$ cat src/rtl/eirq_pkg.sv
// Shared constants for the edge-latched interrupt controller.
// Assumes a 4-bit register address space and one data byte per register.
package eirq_pkg;
    localparam int ADDR_W = 4;
    localparam logic [ADDR_W-1:0] A_CTRL  = 4'h1;
    localparam logic [ADDR_W-1:0] A_PEND  = 4'h2;
    localparam logic [ADDR_W-1:0] A_MASK  = 4'h3;
    localparam logic [ADDR_W-1:0] A_CLEAR = 4'h4;
    localparam logic [ADDR_W-1:0] A_VECT  = 4'h5;
    localparam logic [ADDR_W-1:0] A_EDGE  = 4'h6;
    localparam logic [ADDR_W-1:0] A_LEVEL = 4'h7;
endpackage

$ cat src/rtl/eirq_edge_det.sv
// Double-flop synchronizer and per-line edge detector.
// Bit i of rise_sel picks a rising (1) or falling (0) capture edge.
// Assumes the inputs are asynchronous. The flops have no reset: they
// settle after two clocks, so a reset never creates a false edge.
module eirq_edge_det #(
    parameter int N = 8
) (
    input  logic         clk,
    input  logic [N-1:0] din,
    input  logic [N-1:0] rise_sel,
    output logic [N-1:0] ev
);
    logic [N-1:0] meta_q, sync_q, prev_q;

    // Synchronize the inputs and keep the previous synchronized sample.
    always_ff @(posedge clk) begin
        meta_q <= din;
        sync_q <= meta_q;
        prev_q <= sync_q;
    end

    // Per-line edge selection.
    for (genvar i = 0; i < N; i++) begin : g_edge
        assign ev[i] = rise_sel[i] ? (sync_q[i] & ~prev_q[i])
                                   : (~sync_q[i] & prev_q[i]);
    end
endmodule

$ cat src/rtl/eirq_latch_bank.sv
// Sticky event latches, one per line, held ahead of the mask.
// A new event beats a clear in the same cycle. On purpose there is no
// reset: software empties the latches through the clear register.
module eirq_latch_bank #(
    parameter int N = 8
) (
    input  logic         clk,
    input  logic [N-1:0] ev,
    input  logic [N-1:0] clr,
    output logic [N-1:0] latch_q
);
    // Clear the selected bits, then set the bits that saw an event.
    always_ff @(posedge clk) begin
        latch_q <= (latch_q & ~clr) | ev;
    end
endmodule

$ cat src/rtl/eirq_regs.sv
// Configuration registers, clear-pulse decode and the read multiplexer.
// Assumes one write per cycle. Reads are combinational from the address.
module eirq_regs
    import eirq_pkg::*;
#(
    parameter int N     = 8,
    parameter int LVL_W = 3
) (
    input  logic              clk,
    input  logic              rst_n,
    input  logic              wr,
    input  logic [ADDR_W-1:0] addr,
    input  logic [N-1:0]      wdata,
    input  logic [N-1:0]      pending,
    output logic [N-1:0]      rdata,
    output logic              en_q,
    output logic [N-1:0]      mask_q,
    output logic [N-1:0]      vect_q,
    output logic [N-1:0]      rise_q,
    output logic [LVL_W-1:0]  level_q,
    output logic [N-1:0]      clr
);
    // Write the configuration registers; a synchronous reset clears them.
    always_ff @(posedge clk) begin
        if (!rst_n) begin
            en_q    <= 1'b0;
            mask_q  <= '0;
            vect_q  <= '0;
            rise_q  <= '0;
            level_q <= '0;
        end else if (wr) begin
            case (addr)
                A_CTRL:  en_q    <= wdata[0];
                A_MASK:  mask_q  <= wdata;
                A_VECT:  vect_q  <= wdata;
                A_EDGE:  rise_q  <= wdata;
                A_LEVEL: level_q <= wdata[LVL_W-1:0];
                default: ;
            endcase
        end
    end

    // Per-bit clear strobe from a write to the clear register.
    assign clr = (rst_n && wr && addr == A_CLEAR) ? wdata : '0;

    // Read multiplexer.
    always_comb begin
        rdata = '0;
        case (addr)
            A_CTRL:  rdata[0] = en_q;
            A_PEND:  rdata = pending;
            A_MASK:  rdata = mask_q;
            A_VECT:  rdata = vect_q;
            A_EDGE:  rdata = rise_q;
            A_LEVEL: rdata[LVL_W-1:0] = level_q;
            default: rdata = '0;
        endcase
    end
endmodule

$ cat src/rtl/eirq_ack.sv
// Bus request and acknowledge daisy-chain logic.
// Answers only an acknowledge for its own level while it is requesting.
// Otherwise it passes the acknowledge downstream. Purely combinational.
module eirq_ack #(
    parameter int N     = 8,
    parameter int LVL_W = 3
) (
    input  logic             en,
    input  logic [N-1:0]     pending,
    input  logic [LVL_W-1:0] level,
    input  logic [N-1:0]     vect,
    input  logic             iack_in,
    input  logic [LVL_W-1:0] iack_level,
    output logic             bus_irq,
    output logic             iack_out,
    output logic             vec_valid,
    output logic [N-1:0]     vec_data
);
    logic claim;

    // Request while enabled, something is pending and a level is set.
    assign bus_irq = en && (|pending) && (level != '0);

    // Claim a matching acknowledge; otherwise pass it along.
    assign claim     = iack_in && bus_irq && (iack_level == level);
    assign vec_valid = claim;
    assign vec_data  = claim ? vect : '0;
    assign iack_out  = iack_in && !claim;
endmodule

$ cat src/rtl/edge_irq_ctrl.sv
// Top of the edge-latched masked interrupt controller: edge detect,
// sticky latches ahead of the mask, register file, request and acknowledge.
// Assumes reg_wdata is as wide as the number of lines.
module edge_irq_ctrl
    import eirq_pkg::*;
#(
    parameter int N     = 8,
    parameter int LVL_W = 3
) (
    input  logic              clk,
    input  logic              rst_n,
    input  logic              reg_wr,
    input  logic [ADDR_W-1:0] reg_addr,
    input  logic [N-1:0]      reg_wdata,
    output logic [N-1:0]      reg_rdata,
    input  logic [N-1:0]      irq_in,
    output logic              bus_irq,
    output logic [LVL_W-1:0]  irq_level,
    input  logic              iack_in,
    input  logic [LVL_W-1:0]  iack_level,
    output logic              iack_out,
    output logic              vec_valid,
    output logic [N-1:0]      vec_data
);
    logic [N-1:0]     edge_ev, latch_q, clr_bits, pend;
    logic [N-1:0]     mask_q, vect_q, rise_q;
    logic [LVL_W-1:0] level_q;
    logic             en_q;

    eirq_edge_det #(.N(N)) u_edge (
        .clk(clk), .din(irq_in), .rise_sel(rise_q), .ev(edge_ev)
    );

    eirq_latch_bank #(.N(N)) u_latch (
        .clk(clk), .ev(edge_ev), .clr(clr_bits), .latch_q(latch_q)
    );

    // Mask applied after the latches.
    assign pend = latch_q & mask_q;

    eirq_regs #(.N(N), .LVL_W(LVL_W)) u_regs (
        .clk(clk), .rst_n(rst_n), .wr(reg_wr), .addr(reg_addr),
        .wdata(reg_wdata), .pending(pend), .rdata(reg_rdata),
        .en_q(en_q), .mask_q(mask_q), .vect_q(vect_q), .rise_q(rise_q),
        .level_q(level_q), .clr(clr_bits)
    );

    eirq_ack #(.N(N), .LVL_W(LVL_W)) u_ack (
        .en(en_q), .pending(pend), .level(level_q), .vect(vect_q),
        .iack_in(iack_in), .iack_level(iack_level), .bus_irq(bus_irq),
        .iack_out(iack_out), .vec_valid(vec_valid), .vec_data(vec_data)
    );

    assign irq_level = level_q;
endmodule

$ cat config.mk
export PLATFORM = sky130hd
export DESIGN_NAME = edge_irq_ctrl
export DESIGN_NICKNAME = d
export VERILOG_FILES = /design/src/rtl/eirq_pkg.sv /design/src/rtl/eirq_edge_det.sv /design/src/rtl/eirq_latch_bank.sv /design/src/rtl/eirq_regs.sv /design/src/rtl/eirq_ack.sv /design/src/rtl/edge_irq_ctrl.sv
export SDC_FILE = /design/constraint.sdc
export NUM_CORES = 1
export LEC_CHECK = 0
export ABC_AREA = 1
export CAP_MARGIN = 20
export CORE_MARGIN = 2
export CORE_UTILIZATION = 54
export CTS_CLUSTER_DIAMETER = 200
export DETAILED_ROUTE_END_ITERATION = 6
export PLACE_DENSITY = 0.83
export SETUP_SLACK_MARGIN = 0.05
export SLEW_MARGIN = 20
export SYNTH_ARGS = -nofsm -noshare
export SYNTH_HDL_FRONTEND = slang
export SYNTH_SLANG_ARGS = --single-unit
$ cat constraint.sdc
create_clock -name clk -period 2.8 [get_ports clk]
set_input_delay 0.56 -clock clk [delete_from_list [all_inputs] [get_ports clk]]
set_output_delay 0.56 -clock clk [all_outputs]
set_load 0.01 [all_outputs]
# Word-level counts from Yosys, hierarchy flattened

Cells that the tools add are included.

Add/sub/neg operators: 0
$mul: 0
Div/mod/pow operators: 0
Magnitude comparators: 0
Eq/ne operators: 8
Shift operators: 0
Muxes and demuxes: 13
Bitwise gates (word level): 36
Reductions and logical operators: 15

Operator list:

| kind                                           | number |
|---|---|
| case mux 5 bit (4 select lines)                | 1 |
| bitwise AND 1 bit                              | 16 |
| bitwise AND 8 bit                              | 2 |
| == test 4 x 3 -> 1 bit (second input constant) | 4 |
| two-way mux 8 bit                              | 2 |
| NOT 1 bit                                      | 16 |
| case mux 2 bit (5 select lines)                | 1 |
| AND reduction 2 bit                            | 5 |
| == test 4 x 2 -> 1 bit (second input constant) | 2 |
| two-way mux 1 bit                              | 8 |
| NOT 8 bit                                      | 1 |
| bitwise OR 8 bit                               | 1 |
| OR reduction 8 bit                             | 1 |
| logical AND 1 bit                              | 7 |
| case mux 1 bit (6 select lines)                | 1 |
| == test 4 x 1 -> 1 bit (second input constant) | 1 |
| == test 3 bit                                  | 1 |
| nonzero test 3 bit                             | 1 |
| logical NOT 1 bit                              | 1 |

Bits in registers: 60
Bits in latches: 0
RAM bits: 0
Bits in read-only memories: 0
Input port bits: 27
Memories kept: 0

# Longest topological paths before layout

Gate-level depths: netlist of run 1.

Word-level depth: 8
Mapped depth: 8
Gate-level depth less buffers: 8

# Cells and area by module

Synthesis of run 1 repeated with hierarchy kept, for this count alone.

Cells, all modules: 471
Area, all modules: 2869.0 µm²

By module, submodules not included:

| module          | times used | cells each | area an instance (µm²) |
|---|---|---|---|
| eirq_regs       | 1          | 275        | 1580.3 |
| eirq_edge_det   | 1          | 72         | 680.7 |
| eirq_latch_bank | 1          | 40         | 280.3 |
| eirq_ack        | 1          | 68         | 267.8 |
| edge_irq_ctrl   | 1          | 16         | 60.1 |

# Worst setup path after synthesis of run 1

No wires, ideal clock.

Path type: input port to output port
From: input port reg_addr[2]
To: output port reg_rdata[2]
Data arrival time: 1309 ps
Required time: 2240 ps
Setup slack: 931 ps
Cell stages on the path: 7
Path through: nor2_1 inv_1 nor2_4 nand2_1 o21ai_0 nor2_1 nand2_1

Cells in the longest elaborated chain, start to end: 2
Elaborated cells between the ends (all ways): 6
Classes of those cells: eq/ne (5); mux (1)

RTL lines:

| element                                                                 | RTL line            | source |
|---|---|---|
| from (decl)                                                             | edge_irq_ctrl.sv:13 | `input logic [ADDR_W-1:0] reg_addr,` |
| == test 4 x 3 -> 1 bit / == test 4 x 2 -> 1 bit (equally long branches) | eirq_regs.sv:49     | `case (addr)` |
| case mux 2 bit (5 select lines) *                                       | eirq_regs.sv:49     |  |
| to (decl)                                                               | edge_irq_ctrl.sv:15 | `output logic [N-1:0] reg_rdata,` |

Mark *: on every way between the ends. The rest lies on a longest branch, timed or not.

# Final worst setup path of run 1

From: input port reg_addr[0]
To: output port reg_rdata[1]

The elaborated chain is that of the path after synthesis.

==> metrics.csv, run 1 <==
stage;metric;value;unit
status;run status;finished clean;
timing;Slew @ Worst Pin;417;ps
worst_setup_path;R2R cell count;4;
clock_network;cts bufs inserted;9;
logic_synthesis;dominant cell type by area after synthesis;dfxtp_1;
global_routing;vias in the first global route;2221;
timing;fmax;379;MHz
global_routing;total track usage;27.6;%
logic_synthesis;top cell type's share of synthesized area;50.2;%
cells_and_area;Layout Utilization;74.1;%
routing;routed len/inst;14.3;um
floorplanning;Ports;49;
logic_synthesis;Syn Inst Count;325;
worst_setup_path;CP peak stage delay;430;ps
clock_network;CTS resizes;23;
power;Pwr Total;0.00176;W
logic_synthesis;number of synthesized register bits;60;
hold_path;hold path endpoint;u_edge.sync_q[2]$_DFF_P_;
clock_network;CTS tree;built;
timing;Tcrit/Tclk final;94.3;%
hold_path;Worst Hold Path Cells;0;
worst_setup_path;Req. time, crit path;2240;ps
worst_setup_path;CP Class;in2out;
power;Pwr Density;551;mW/mm2
logic_synthesis;Synth Area per Inst;7.36;um2
placement;DP HPWL;4440;um
logic_synthesis;async set-reset flop share out of synthesis;0;%
floorplanning;Die Y;70.6;um
timing;RSZ-0062 raised after global routing;no;
worst_setup_path;Buf/Inv on CP;4;
floorplanning;initial core utilization;55.3;%
cells_and_area;Area growth syn-to-layout;33.9;%
timing;Final Critical Period;2640;ps
logic_synthesis;Post-synth EDFFs;0;
timing;Final Hold Viols;0;
global_routing;largest net degree at the start of global routing;21;
clock_network;H-tree lvl count;3;
routing;DRT iter0 DRCs;158;
routing;Total Wirelength;6400;um
worst_setup_path;worst path cell trace;clkdlybuf4s50_1 -> buf_4 -> buf_4 -> o21ai_0 -> nor2_1 -> a21oi_2 -> nand3_1 -> dlygate4sd2_1;
clock_network;Clock Tree Root;clkbuf_8;
worst_setup_path;worst reg2reg startpoint;u_regs.rise_q[1]$_SDFFE_PN0P_;
global_routing;first-pass GRT wire length;10500;um
global_routing;initial antenna violation count;0;
cells_and_area;layout cell share with drive strength beyond 1;11.6;%
routing;Via Count;2405;
routing;top sig layer;met4;
cells_and_area;final net count;422;
logic_synthesis;Post-Syn Nets;352;
logic_synthesis;ys flop type;dfxtp_1;
clock_network;Worst-path clk slew;60;ps
routing;drt drc;0;
worst_setup_path;CP endpoint kind;output port;
logic_synthesis;top-count cell post-synth;nand2_1;
cells_and_area;Ant. Diodes;0;
power;Peak supply drop;0.411;mV
worst_setup_path;FF-to-FF setup slack;2010;ps
global_routing;global route total overflow;0;
floorplanning;die area;0.00498;mm2
routing;Final ANT Viol Nets;0;
floorplanning;chip width;70.6;um
power;Leak;1.44;nW
worst_setup_path;most frequent CP cell;buf_4;
timing;Clock Skews;2.82;ps
logic_synthesis;Commonest cells post-synth;nand2_1, dfxtp_1, nor2_1;
placement;PortBufs;48;
clock_network;post-cts hold buffer count;0;
logic_synthesis;YS warnings;0;
logic_synthesis;post-synthesis sequential area ratio;50.2;%
logic_synthesis;Synth cell types;19;
clock_network;clk_lat worst skew;340;ps
worst_setup_path;FF-to-FF End;u_latch.latch_q[1]$_DFF_P_;
hold_path;worst hold path type;reg2reg;
routing;routed vias/inst;5.36;
clock_network;Clock Tree Buf Depth;2;
worst_setup_path;CP top delay family;buffers and inverters;
job;max capacitance violation total;0;
logic_synthesis;synthesized cell area;0.00239;mm2
hold_path;Hold Crit Start;u_edge.meta_q[2]$_DFF_P_;
floorplanning;FP Rows;24;
worst_setup_path;Worst Path Max Fanout;6;
worst_setup_path;Startpoint Class;primary input;
routing;met1 WL;2640;um
floorplanning;core area;0.00432;mm2
clock_network;Clock Sinks;60;
worst_setup_path;Arrival @ worst endpoint;2080;ps
timing;fin. max-slew vios;0;
timing;setup violators final;0;
routing;metal2 WL;3120;um
worst_setup_path;CP max stage cell;clkdlybuf4s50_1;
timing;relative max-transition margin;72.2;%
logic_synthesis;Synth area leaders;dfxtp_1, nand2_1, nor2_1, o211ai_1, inv_1;
routing;DR pass1 iterations;4;
placement;GP Congestion;0.875;
routing;routed wl met3;520;um
clock_network;postcts setup bufs;0;
[per-stage QoR]
stage          hold WS (ps)  TNS, ps  instance area, um2  worst slack (ps)  std cells
6_report                328        0                3200               160        449
5_1_grt                 334        0                3200              61.6        449
4_1_cts                 330        0                3200               169        449
3_5_place_dp            313     -572                3030             -96.5        436
3_3_place_gp            311     -266                3030             -63.8        436
2_1_floorplan           310        0                2390               931        325
[worst reg2reg max path: stages, from the launching register on]
cell and delay [ps]:
dfxtp_1 400, inv_1 90, nor2_1 100, nand2_1 50
o211ai_1 80
[layout make-up]
cell class	count	area [um2]
Sequential cell	60	1200
Fill cell	363	1120
Multi-Input combinational cell	222	1040
Timing Repair Buffer	63	572
Inverter	39	146
Clock buffer	10	138
Tap cell	52	65.1
Clock inverter	3	40.0
[power by group]
part / internal [W] / leakage (nW) / total (W) / switching, W
registers: 0.000883 / 0.494 / 0.000900 / 0.0000171
clock network: 0.000417 / 0.0939 / 0.000728 / 0.000312
logic: 0.0000644 / 0.849 / 0.000136 / 0.0000716
total: 0.00136 / 1.44 / 0.00176 / 0.000400
[cell families (layout without fill, tap and decap cells)]
group	count (synthesis)	count (layout)	synth area share, %
simple gates	165	165	28.9
flops	60	60	50.2
compound gates	57	57	13.9
buf+inv	43	115	6.96
[flip-flops by register name, indices dropped and copies added (netlist names)]
| name | cells |
|---|---|
| u_regs.rise_q | 8 |
| u_edge.meta_q | 8 |
| u_regs.mask_q | 8 |
| u_regs.level_q | 3 |
| u_regs.en_q | 1 |
| u_latch.latch_q | 8 |
| u_regs.vect_q | 8 |
| u_edge.sync_q | 8 |
| u_edge.prev_q | 8 |
[layer usage]
| metal | track usage [%] | up-vias |
|---|---|---|
| li1 | - | 1182 |
| met1 | 34.8 | 1107 |
| met2 | 44.3 | 102 |
| met3 | 7.69 | 14 |
| met4 | 12.6 | 0 |
| met5 | 0 | - |
[worst max-delay path by stage]
stage,startpoint,depth (start not counted),endpoint
after floorplan,reg_addr[2],7,reg_rdata[2]
final,reg_addr[0],8,reg_rdata[1]
after global routing,iack_level[2],9,vec_valid
after detailed placement,reg_addr[1],7,reg_rdata[7]
after CTS,reg_addr[0],8,reg_rdata[1]
after global placement,reg_addr[0],8,reg_rdata[4]
[layout by cell type (no fill, tap or decap), types with 15 or more instances in the layout]
master | Yosys | layout
dfxtp_1 | 60 | 60
dlygate4sd2_1 | 0 | 17
nor2_1 | 58 | 57
buf_4 | 1 | 15
nand2_1 | 75 | 75
o211ai_1 | 18 | 18
o21ai_0 | 24 | 24
inv_1 | 34 | 32
nand3_1 | 21 | 21
clkdlybuf4s50_1 | 0 | 31
No activity file was read; power rests on OpenSTA's default activity.
==> run 2, diff against run 1 <==
--- a/config.mk
+++ b/config.mk
@@ -13,7 +13,7 @@
 export DETAILED_ROUTE_END_ITERATION = 6
 export PLACE_DENSITY = 0.83
 export SETUP_SLACK_MARGIN = 0.05
-export SLEW_MARGIN = 20
+export SLEW_MARGIN = 10
 export SYNTH_ARGS = -nofsm -noshare
 export SYNTH_HDL_FRONTEND = slang
 export SYNTH_SLANG_ARGS = --single-unit
==> results of run 2 <==
Same layout as run 1: the final DEF is identical, and so are final timing and power.
==> run 3, diff against run 2 <==
--- a/config.mk
+++ b/config.mk
@@ -12,8 +12,10 @@
 export CTS_CLUSTER_DIAMETER = 200
 export DETAILED_ROUTE_END_ITERATION = 6
 export PLACE_DENSITY = 0.83
+export RECOVER_POWER = 100
 export SETUP_SLACK_MARGIN = 0.05
-export SLEW_MARGIN = 10
+export SLEW_MARGIN = 20
 export SYNTH_ARGS = -nofsm -noshare
 export SYNTH_HDL_FRONTEND = slang
 export SYNTH_SLANG_ARGS = --single-unit
+export TNS_END_PERCENT = 1
==> run 3 against run 2 <==
Against the previous run:
- hold slack about the same
- sequential power is essentially flat
- first-iteration DRC count is 7.6% higher
- non-clock buffer count unchanged
- combinational power fell by 5%
- clock skew is essentially flat
- clock power is essentially flat
- fmax grew 0.26%
- core utilization is 0.84 points lower
- register-to-register slack gained 30 ps
- largest power group unchanged
==> metrics.csv, run 3 (same netlist as run 1, synthesis figures left out) <==
stage;metric;value;unit;change
placement;DP HPWL;4440;um;unchanged
global_routing;initial antenna violation count;0;;unchanged
cells_and_area;layout cell share with drive strength beyond 1;8.82;%;was 11.6%
cells_and_area;Layout Utilization;73.2;%;was 74.1%
floorplanning;die area;0.00498;mm2;unchanged
cells_and_area;most common cell after layout, fill and taps aside;nand2_1;;unchanged
cells_and_area;Ant. Diodes;0;;unchanged
routing;Final ANT Viol Nets;0;;unchanged
power;Peak supply drop;0.407;mV;was 0.411 mV
floorplanning;Ports;49;;unchanged
clock_network;CTS tree;built;;unchanged
floorplanning;Die Y;70.6;um;unchanged
worst_setup_path;Arrival @ worst endpoint;2070;ps;was 2080 ps
hold_path;worst hold path type;reg2reg;;unchanged
clock_network;clk_lat worst skew;330;ps;was 340 ps
timing;fmax;380;MHz;was 379 MHz
global_routing;first-pass GRT wire length;10500;um;unchanged
worst_setup_path;Worst Path Max Fanout;6;;unchanged
power;Leak;1.47;nW;was 1.44 nW
worst_setup_path;worst path cell trace;clkdlybuf4s50_1 -> buf_4 -> nor2_1 -> nand2_4 -> inv_2 -> nand2_1 -> o211ai_1 -> dlygate4sd2_1;;was clkdlybuf4s50_1 -> buf_4 -> buf_4 -> o21ai_0 -> nor2_1 -> a21oi_2 -> nand3_1 -> dlygate4sd2_1
floorplanning;chip width;70.6;um;unchanged
cells_and_area;commonest non-fill, non-tap cells in the layout;nand2_1, nor2_1, dfxtp_1;;was nand2_1, dfxtp_1, nor2_1
cells_and_area;FILL cells;372;;was 363
power;sequential power share;51.3;%;was 51.0%
power;Pwr Density;554;mW/mm2;was 551 mW/mm2
timing;RSZ-0062 raised after global routing;no;;unchanged
routing;drt drc;0;;unchanged
floorplanning;initial core utilization;55.3;%;unchanged
global_routing;vias in the first global route;2221;;unchanged
timing;Final Critical Period;2630;ps;was 2640 ps
worst_setup_path;Req. time, crit path;2240;ps;about the same
placement;pre-CTS setup slack;-96.5;ps;unchanged
placement;PortBufs;48;;unchanged
worst_setup_path;Startpoint Class;primary input;;unchanged
floorplanning;core area;0.00432;mm2;unchanged
placement;GP Congestion;0.875;;unchanged
routing;routed vias/inst;5.34;;was 5.36
global_routing;global route total overflow;0;;unchanged
clock_network;Clock Tree Root;clkbuf_8;;unchanged
routing;DRT iter0 DRCs;170;;was 158
timing;Tcrit/Tclk final;94.1;%;was 94.3%
worst_setup_path;CP Class;in2out;;unchanged
routing;DR pass1 iterations;5;;was 4
timing;Final Hold Viols;0;;unchanged
worst_setup_path;CP top delay family;buffers and inverters;;unchanged
worst_setup_path;CP peak stage delay;440;ps;was 430 ps
power;Psw;0.000394;W;was 0.000400 W
clock_network;post-cts hold buffer count;0;;unchanged
timing;setup violators final;0;;unchanged
routing;routed len/inst;14.2;um;was 14.3 um
clock_network;Worst-path clk slew;60;ps;about the same
timing;fin. max-slew vios;0;;unchanged
routing;Via Count;2398;;was 2405
worst_setup_path;Buf/Inv on CP;4;;unchanged
power;Gate power share;7.3;%;was 7.7%
global_routing;largest net degree at the start of global routing;21;;unchanged
power;Sw Ratio;22.5;%;was 22.7%
timing;relative max-transition margin;51.3;%;was 72.2%
global_routing;total track usage;27.6;%;unchanged
status;run status;finished clean;;unchanged
floorplanning;FP Rows;24;;unchanged
timing;Clock Skews;3.11;ps;was 2.82 ps
routing;Total Wirelength;6390;um;was 6400 um
worst_setup_path;CP max stage cell;clkdlybuf4s50_1;;unchanged
timing;setup ws final;166;ps;was 160 ps
timing;WHS;327;ps;was 328 ps
cells_and_area;final net count;422;;unchanged
clock_network;H-tree lvl count;3;;unchanged
worst_setup_path;CP endpoint kind;output port;;unchanged
power;Internal Pwr Total;0.00136;W;about the same
timing;Slew @ Worst Pin;728;ps;was 417 ps
clock_network;Clock Sinks;60;;unchanged
power;Clock Power Share;41.3;%;about the same
power;Pwr Total;0.00175;W;was 0.00176 W
job;max capacitance violation total;0;;unchanged
clock_network;Clock Tree Buf Depth;2;;unchanged
clock_network;cts bufs inserted;9;;unchanged
cells_and_area;Area growth syn-to-layout;32.4;%;was 33.9%
==> run 3: changes by cell type in the layout (fill, tap and decap cells not counted), sizes merged <==
cell	change
clkdlybuf4s50	-13
dlygate4sd3	+13
buf	-3
clkbuf	+3
dlygate4sd2	-2
dlymetal6s2s	+1
dlymetal6s4s	+1
==> run 3: metrics by stage <==
step	TNS (ps)	area [um2]	cells
floorplan	0	2390	325
CTS	-116	3200	449
global placement	-266	3030	436
detailed placement	-572	3030	436
finish	0	3170	449
global route	0	3170	449
==> run 3: metal layers <==
metal | wire length [um] | GRT usage (%) | vias up | share of wire, %
li1 | - | - | 1180 | -
met1 | 2660 | 34.8 | 1110 | 42
met2 | 3080 | 44.3 | 93 | 48
met3 | 507 | 7.69 | 15 | 7.9
met4 | 142 | 12.6 | 0 | 2.2
met5 | 0 | 0 | - | 0
==> run 3: what timing repair did <==
action,CTS,global route
cloned,0,0
endpoints found under the setup margin,16,2
buffers inserted,0,0
pin swaps,1,0
resized for setup,21,3
==> run 3: area by class of cell <==
class	count	area (um2)	area share [%]
clock buffers	10	138	4.35
clock inverters	3	40.0	1.26
inverters	39	146	4.62
multi-input cells	222	1010	31.8
flip-flops and latches	60	1200	37.9
well taps	52	65.1	2.05
repair buffers	63	569	18.0
==> run 3: power by group through the flow <==
| stage | sequential (W) | clock (W) | combinational, W |
|---|---|---|---|
| 2_1_floorplan | 0.000914 | 0 | 0.0000545 |
| 3_3_place_gp | 0.000916 | 0 | 0.000130 |
| 3_5_place_dp | 0.000918 | 0 | 0.000133 |
| 4_1_cts | 0.000900 | 0.000735 | 0.000135 |
| 5_1_grt | 0.000902 | 0.000770 | 0.000141 |
| 6_report | 0.000900 | 0.000725 | 0.000129 |
==> run 3: worst paths after layout <==
check / startpoint / endpoint / slack [ps] / cells after the start
max: reg_addr[0] / reg_rdata[4] / 170 / 8
min reg2reg: u_edge.meta_q[2]$_DFF_P_ / u_edge.sync_q[2]$_DFF_P_ / 330 / 0
max reg2reg: u_regs.rise_q[1]$_SDFFE_PN0P_ / u_latch.latch_q[1]$_DFF_P_ / 2040 / 4
min: u_edge.meta_q[2]$_DFF_P_ / u_edge.sync_q[2]$_DFF_P_ / 330 / 0
